## config.mk

```make
export PLATFORM = sky130hd
export DESIGN_NAME = prefix_char_matcher
export DESIGN_NICKNAME = d
export VERILOG_FILES = /design/src/rtl/prefix_char_matcher.sv
export SDC_FILE = /design/constraint.sdc
export NUM_CORES = 1
export LEC_CHECK = 0
export BUFFER_PORTS_ARGS = -buffer_cell sky130_fd_sc_hd__buf_2
export CORE_MARGIN = 3
export CORE_UTILIZATION = 55
export DETAILED_ROUTE_END_ITERATION = 6
export GPL_ROUTABILITY_DRIVEN = 0
export PLACE_DENSITY = 0.89
export RECOVER_POWER = 50
export SETUP_SLACK_MARGIN = 0.3
export SYNTH_ARGS = -nofsm -noshare
export SYNTH_HDL_FRONTEND = slang
export SYNTH_SLANG_ARGS = --single-unit
```

## constraint.sdc

```tcl
create_clock -name clk -period 1.4 [get_ports clk]
set_input_delay 0.07 -clock clk [delete_from_list [all_inputs] [get_ports clk]]
set_output_delay 0.07 -clock clk [all_outputs]
set_load 0.05 [all_outputs]
```

## src/rtl/prefix_char_matcher.sv

```systemverilog
module prefix_char_matcher #(
  parameter int NUM_PAT = 5,
  parameter int MAX_LEN = 6,
  parameter int NUM_GRP = 2,
  parameter logic [NUM_PAT*MAX_LEN*8-1:0] PAT_BYTES =
    {{"ii", 32'h0}, {"x", 40'h0}, {"cgi", 24'h0}, {"tack", 16'h0}, "attack"},
  parameter logic [NUM_PAT*8-1:0] PAT_LEN = {8'd2, 8'd1, 8'd3, 8'd4, 8'd6},
  parameter logic [NUM_PAT*8-1:0] PAT_GRP = {8'd1, 8'd1, 8'd1, 8'd0, 8'd0}
) (
  input  logic               clk,
  input  logic               rst_n,
  input  logic               in_valid,
  input  logic [7:0]         in_byte,
  input  logic               stream_start,
  output logic [NUM_PAT-1:0] match_o
);
  localparam int NCH   = 256;
  localparam int NLINE = NUM_GRP * NCH;

  function automatic int plen(int p);
    return int'(PAT_LEN[p*8 +: 8]);
  endfunction

  function automatic int pgrp(int p);
    return int'(PAT_GRP[p*8 +: 8]);
  endfunction

  function automatic int pchar(int p, int i);
    return int'(PAT_BYTES[p*MAX_LEN*8 + (MAX_LEN-1-i)*8 +: 8]);
  endfunction

  function automatic bit used(int g, int c);
    for (int p = 0; p < NUM_PAT; p++)
      for (int i = 0; i < MAX_LEN; i++)
        if (pgrp(p) == g && i < plen(p) && pchar(p, i) == c) return 1'b1;
    return 1'b0;
  endfunction

  // line[k] = character seen k accepted bytes ago (k = 0 is the current byte)
  logic [MAX_LEN-1:0] line [NLINE];

  for (genvar g = 0; g < NUM_GRP; g++) begin : g_grp
    for (genvar c = 0; c < NCH; c++) begin : g_chr
      if (used(g, c)) begin : g_live
        logic [MAX_LEN-2:0] hist;
        assign line[g*NCH+c][0] = in_valid && (in_byte == 8'(c));
        assign line[g*NCH+c][MAX_LEN-1:1] = stream_start ? '0 : hist;
        always_ff @(posedge clk or negedge rst_n)
          if (!rst_n)                          hist <= '0;
          else if (in_valid)                   hist <= line[g*NCH+c][MAX_LEN-2:0];
          else if (stream_start)               hist <= '0;
      end else begin : g_dead
        assign line[g*NCH+c] = '0;
      end
    end
  end

  for (genvar p = 0; p < NUM_PAT; p++) begin : g_pat
    logic [MAX_LEN-1:0] hit;
    for (genvar i = 0; i < MAX_LEN; i++) begin : g_pos
      if (i < plen(p)) begin : g_tap
        assign hit[i] = line[pgrp(p)*NCH + pchar(p, i)][plen(p)-1-i];
      end else begin : g_pad
        assign hit[i] = 1'b1;
      end
    end
    always_ff @(posedge clk or negedge rst_n)
      if (!rst_n) match_o[p] <= 1'b0;
      else        match_o[p] <= &hit;
  end
endmodule

```

After elaboration in Yosys (flattened, before gate mapping)
Index checks and enable logic that the tools add are counted.
{"block": "classes", "n_mux": 12, "reduce_logical": 11, "n_eq_ne": 7}
{"cell": "$eq A8 B7 Y1 const B", "n": 7}
{"cell": "$mux W4", "n": 10}
{"cell": "$mux W5", "n": 2}
{"cell": "$logic_and A1 B1 Y1", "n": 7}
{"cell": "$reduce_and A6 Y1", "n": 1}
{"cell": "$reduce_and A4 Y1", "n": 1}
{"cell": "$reduce_and A3 Y1", "n": 1}
{"cell": "$reduce_and A2 Y1", "n": 1}
{"block": "totals", "word_cells": 41, "ff_bits": 30}

Depth between registers and ports, before layout
{"block": "logic_depth", "word_depth": 3, "depth_mapped": 4}

Least setup slack after synthesis
No wires, ideal clock.
{"block": "synth_timing", "path_kind": "input -> register", "start": "input in_byte[7]", "end": "register g_grp[0].g_chr[116].g_live.hist[0]", "n_path_buf": 0, "arrival_ns": 0.868, "setup_slack_ns": 0.458, "cell_stages": 3, "setup_ns": 0.074, "path_cell_list": "nand3b_4 -> or4b_4 -> o21ai_2"}
{"block": "synth_between", "elab_chain_len": 3}
{"item": "from (decl)", "line_no": "13", "source": "input logic [7:0] in_byte,"}
{"item": "$eq A8 B7 Y1", "line_no": "46", "source": "assign line[g*NCH+c][0] = in_valid && (in_byte == 8'(c));"}
{"item": "$logic_and A1 B1 Y1", "line_no": "46"}
{"item": "$mux W4", "line_no": "50", "source": "else if (in_valid) hist <= line[g*NCH+c][MAX_LEN-2:0];"}
{"item": "to (signal assigned)", "line_no": "50"}
{"item": "to (decl)", "line_no": "45", "source": "logic [MAX_LEN-2:0] hist;"}
Every way passes these cells.

Worst setup path after layout
{"block": "layout_timing", "start": "register g_grp[0].g_chr[116].g_live.hist[2]", "end": "register match_o[0]"}
{"block": "layout_between", "elab_chain_len": 2}
{"item": "$mux W4"}
{"item": "$reduce_and A6 Y1", "line_no": "69", "source": "else match_o[p] <= &hit;"}
{"item": "to (signal, indexed assignment)", "line_no": "69"}
{"item": "to (decl)", "line_no": "15", "source": "output logic [NUM_PAT-1:0] match_o"}
Every way passes these cells.

==> results.yml <==
outcome:
  status: "completed"
route:
  num_vias: 557
  m1WireLength_um: 605
  wl_met3_um: 61
  ant_nets: 0
  drtIter0Drc: 4
  drc: 0
  wl_met2_um: 687
  wl_um: 1370
  top_layer: "met4"
  wire_per_inst_um: 13.9
  dr.pass1.iters: 4
  viasPerCell: 5.68
pwr:
  p_leak_nw: 0.522
  cellPowerDensity_nw_per_um2: 927
  p_seq_frac: 0.615
  p_int_w: 0.000685
  p_switching_w: 0.000208
  swShare: 0.233
  combinationalPowerShare: 0.085
  ir_drop_mv: 0.664
  clkPwrFrac: 0.300
critical_path:
  cp-endpoint: "match_o[0]$_DFF_PN0_"
  worstReg2RegEnd: "match_o[0]$_DFF_PN0_"
  startpoint: "g_grp[0].g_chr[116].g_live.hist[2]$_DFF_PN0_"
  cp.arrival_ps: 1300
  reg2regPathDepth: 3
  r2r_slack_ps: 330
  r2r-start: "g_grp[0].g_chr[116].g_live.hist[2]$_DFF_PN0_"
  worstSetupPathType: "reg2reg"
  cp-start-kind: "flip-flop"
  end_kind: "flip-flop"
  required_ps: 1630
  crit_fanout: 3
floorplan:
  rows: 13
  fp.dieH_um: 44.8
  die_w_um: 44.8
  pin_count: 17
  die_area_um2: 2010
  start_util: 0.614
  core_area_um2: 1350
global_routing:
  overflow: 0
  grt_pass1_vias: 529
  grt_usage: 0.162
  grt_max_degree: 20
  antenna_found_initial: 0
  grt_pass1_wl_um: 2330
timing:
  timing.slew.headroom: 0.340
  setup_violations: 0
  final_max_slew_viol_count: 0
  setup_tns_ps: 0
  clock_skew_ps: 4.96
  rsz0062_at_grt: "true"
  tightest_slew_ps: 990
  fin_crit_sh: 0.762
  layout_min_cycle_time_ps: 1070
  hold_viol: 0
  hold_slack_ps: 52.0
  fmax_mhz: 937
synth:
  synth_warnings: 0
  synthesis.nets: 76
  avgSynthCellArea_um2: 12.9
  ys_seq_area_frac: 0.574
  synthDistinctLibCells: 21
  netlist_area_um2: 828
  synth-seq-cells: 19
  syn_inst: 64
run:
  maxCapViolCount: 0
cts:
  htreeDepth: 1
  clk_pin_slew_ps: 100
  cts_made_buffers: 3
  cts.path.max_buffers: 2
  root_buffer: "clkbuf_4"
  clock_sinks: 19
  cts_setup_buffers: 0
  cts_tree: "built"
  clkLatencyLatePin_ps: 290
finish:
  drive_above_1_share: 0.313
  diodes: 0
  final_cell_mix: "19 x dfrtp_1, 15 x buf_2, 12 x nor2_1"
  final_util: 0.714
  final_common_cell: "dfrtp_1"
  area_delta_synth_final_pct: 16.3
  nets: 96
place:
  hpwl_um: 1060
  io_buffer_count: 16
hold_path:
  hp-class: "in2reg"
[stage by stage]
step | instance area [um^2] | setup slack [ps] | total power [W] | instances
final | 963 | 333 | 0.000893 | 98
after global routing | 963 | 175 | 0.000933 | 98
after CTS | 956 | 318 | 0.000896 | 98
after detailed placement | 918 | 329 | 0.000633 | 93
after global placement | 918 | 344 | 0.000631 | 93
after floorplan | 828 | 458 | 0.000597 | 64
[state kept, by name, indices dropped and copies added (netlist names)]
signal,flops
g_grp.g_chr.g_live.hist,14
match_o,5
[metal layers]
metal  vias up  track usage
li1        272            -
met1       271        0.198
met2        12        0.284
met3         2       0.0359
met4         0       0.0526
met5         -            0
[critical path, stage by stage, from the launching register on]
cell and delay, ps:
dfrtp_1 410, nand4b_1 180, nor4_4 210, and4b_1 220
[how the worst min path moves through the flow]
| stage | from | end | slack, ps | depth (start not counted) |
|---|---|---|---|---|
| finish | in_byte[0] | match_o[3]$_DFF_PN0_ | 50 | 3 |
| global route | in_byte[0] | match_o[3]$_DFF_PN0_ | 40 | 3 |
| CTS | in_byte[0] | match_o[3]$_DFF_PN0_ | 50 | 3 |
| detailed placement | rst_n | match_o[1]$_DFF_PN0_ | 20 | 1 |
| global placement | rst_n | match_o[0]$_DFF_PN0_ | 10 | 1 |
| floorplan | rst_n | g_grp[0].g_chr[116].g_live.hist[0]$_DFF_PN0_ | -230 | 0 |
[cell type report]
class / count / area (um^2)
Clock buffer: 3 / 22.5
Clock inverter: 1 / 5.00
Fill cell: 95 / 387
Multi-Input combinational cell: 42 / 345
Sequential cell: 19 / 475
Tap cell: 15 / 18.8
Timing Repair Buffer: 18 / 96.3
[what timing repair did]
| action | in CTS | in global routing |
|---|---|---|
| endpoints found under the setup margin | 0 | 1 |
| gates resized for setup | 0 | 1 |
| endpoints found under the hold margin | 19 | 0 |
| hold buffers | 1 | 0 |
[Yosys cell counts]
cell | instances | area [um^2]
a21o_1 | 1 | 7.51
a32o_1 | 3 | 30.0
and3b_1 | 1 | 8.76
and4b_1 | 2 | 20.0
buf_2 | 1 | 5.00
buf_4 | 1 | 7.51
clkbuf_1 | 1 | 3.75
dfrtp_1 | 19 | 475
mux2i_1 | 8 | 80.1
nand2_1 | 1 | 3.75
nand2b_1 | 1 | 6.26
nand3b_1 | 2 | 15.0
nand3b_4 | 2 | 40.0
nand4b_1 | 1 | 8.76
nor2_1 | 12 | 45.0
nor3_1 | 2 | 10.0
nor3b_1 | 1 | 7.51
nor4_2 | 2 | 25.0
o21ai_2 | 1 | 8.76
or2_1 | 1 | 6.26
or4b_4 | 1 | 13.8
[power groups by stage]
stage,clock [W],sequential (W),combinational [W]
floorplan,0,0.000560,0.0000369
global placement,0,0.000560,0.0000712
detailed placement,0,0.000560,0.0000733
CTS,0.000271,0.000549,0.0000757
global route,0.000300,0.000550,0.0000836
finish,0.000268,0.000549,0.0000758
[cell families (layout without fill, tap and decap cells)]
| family | count (synthesis) | count (layout) | synth area share |
|---|---|---|---|
| AOI/OAI and AO/OA | 5 | 5 | 0.0559 |
| DFF | 19 | 19 | 0.574 |
| buffers and inverters | 3 | 22 | 0.0196 |
| and+or+nand+nor | 29 | 29 | 0.254 |
| muxes | 8 | 8 | 0.0967 |
Note: power is estimated with default switching activity, not from simulation.
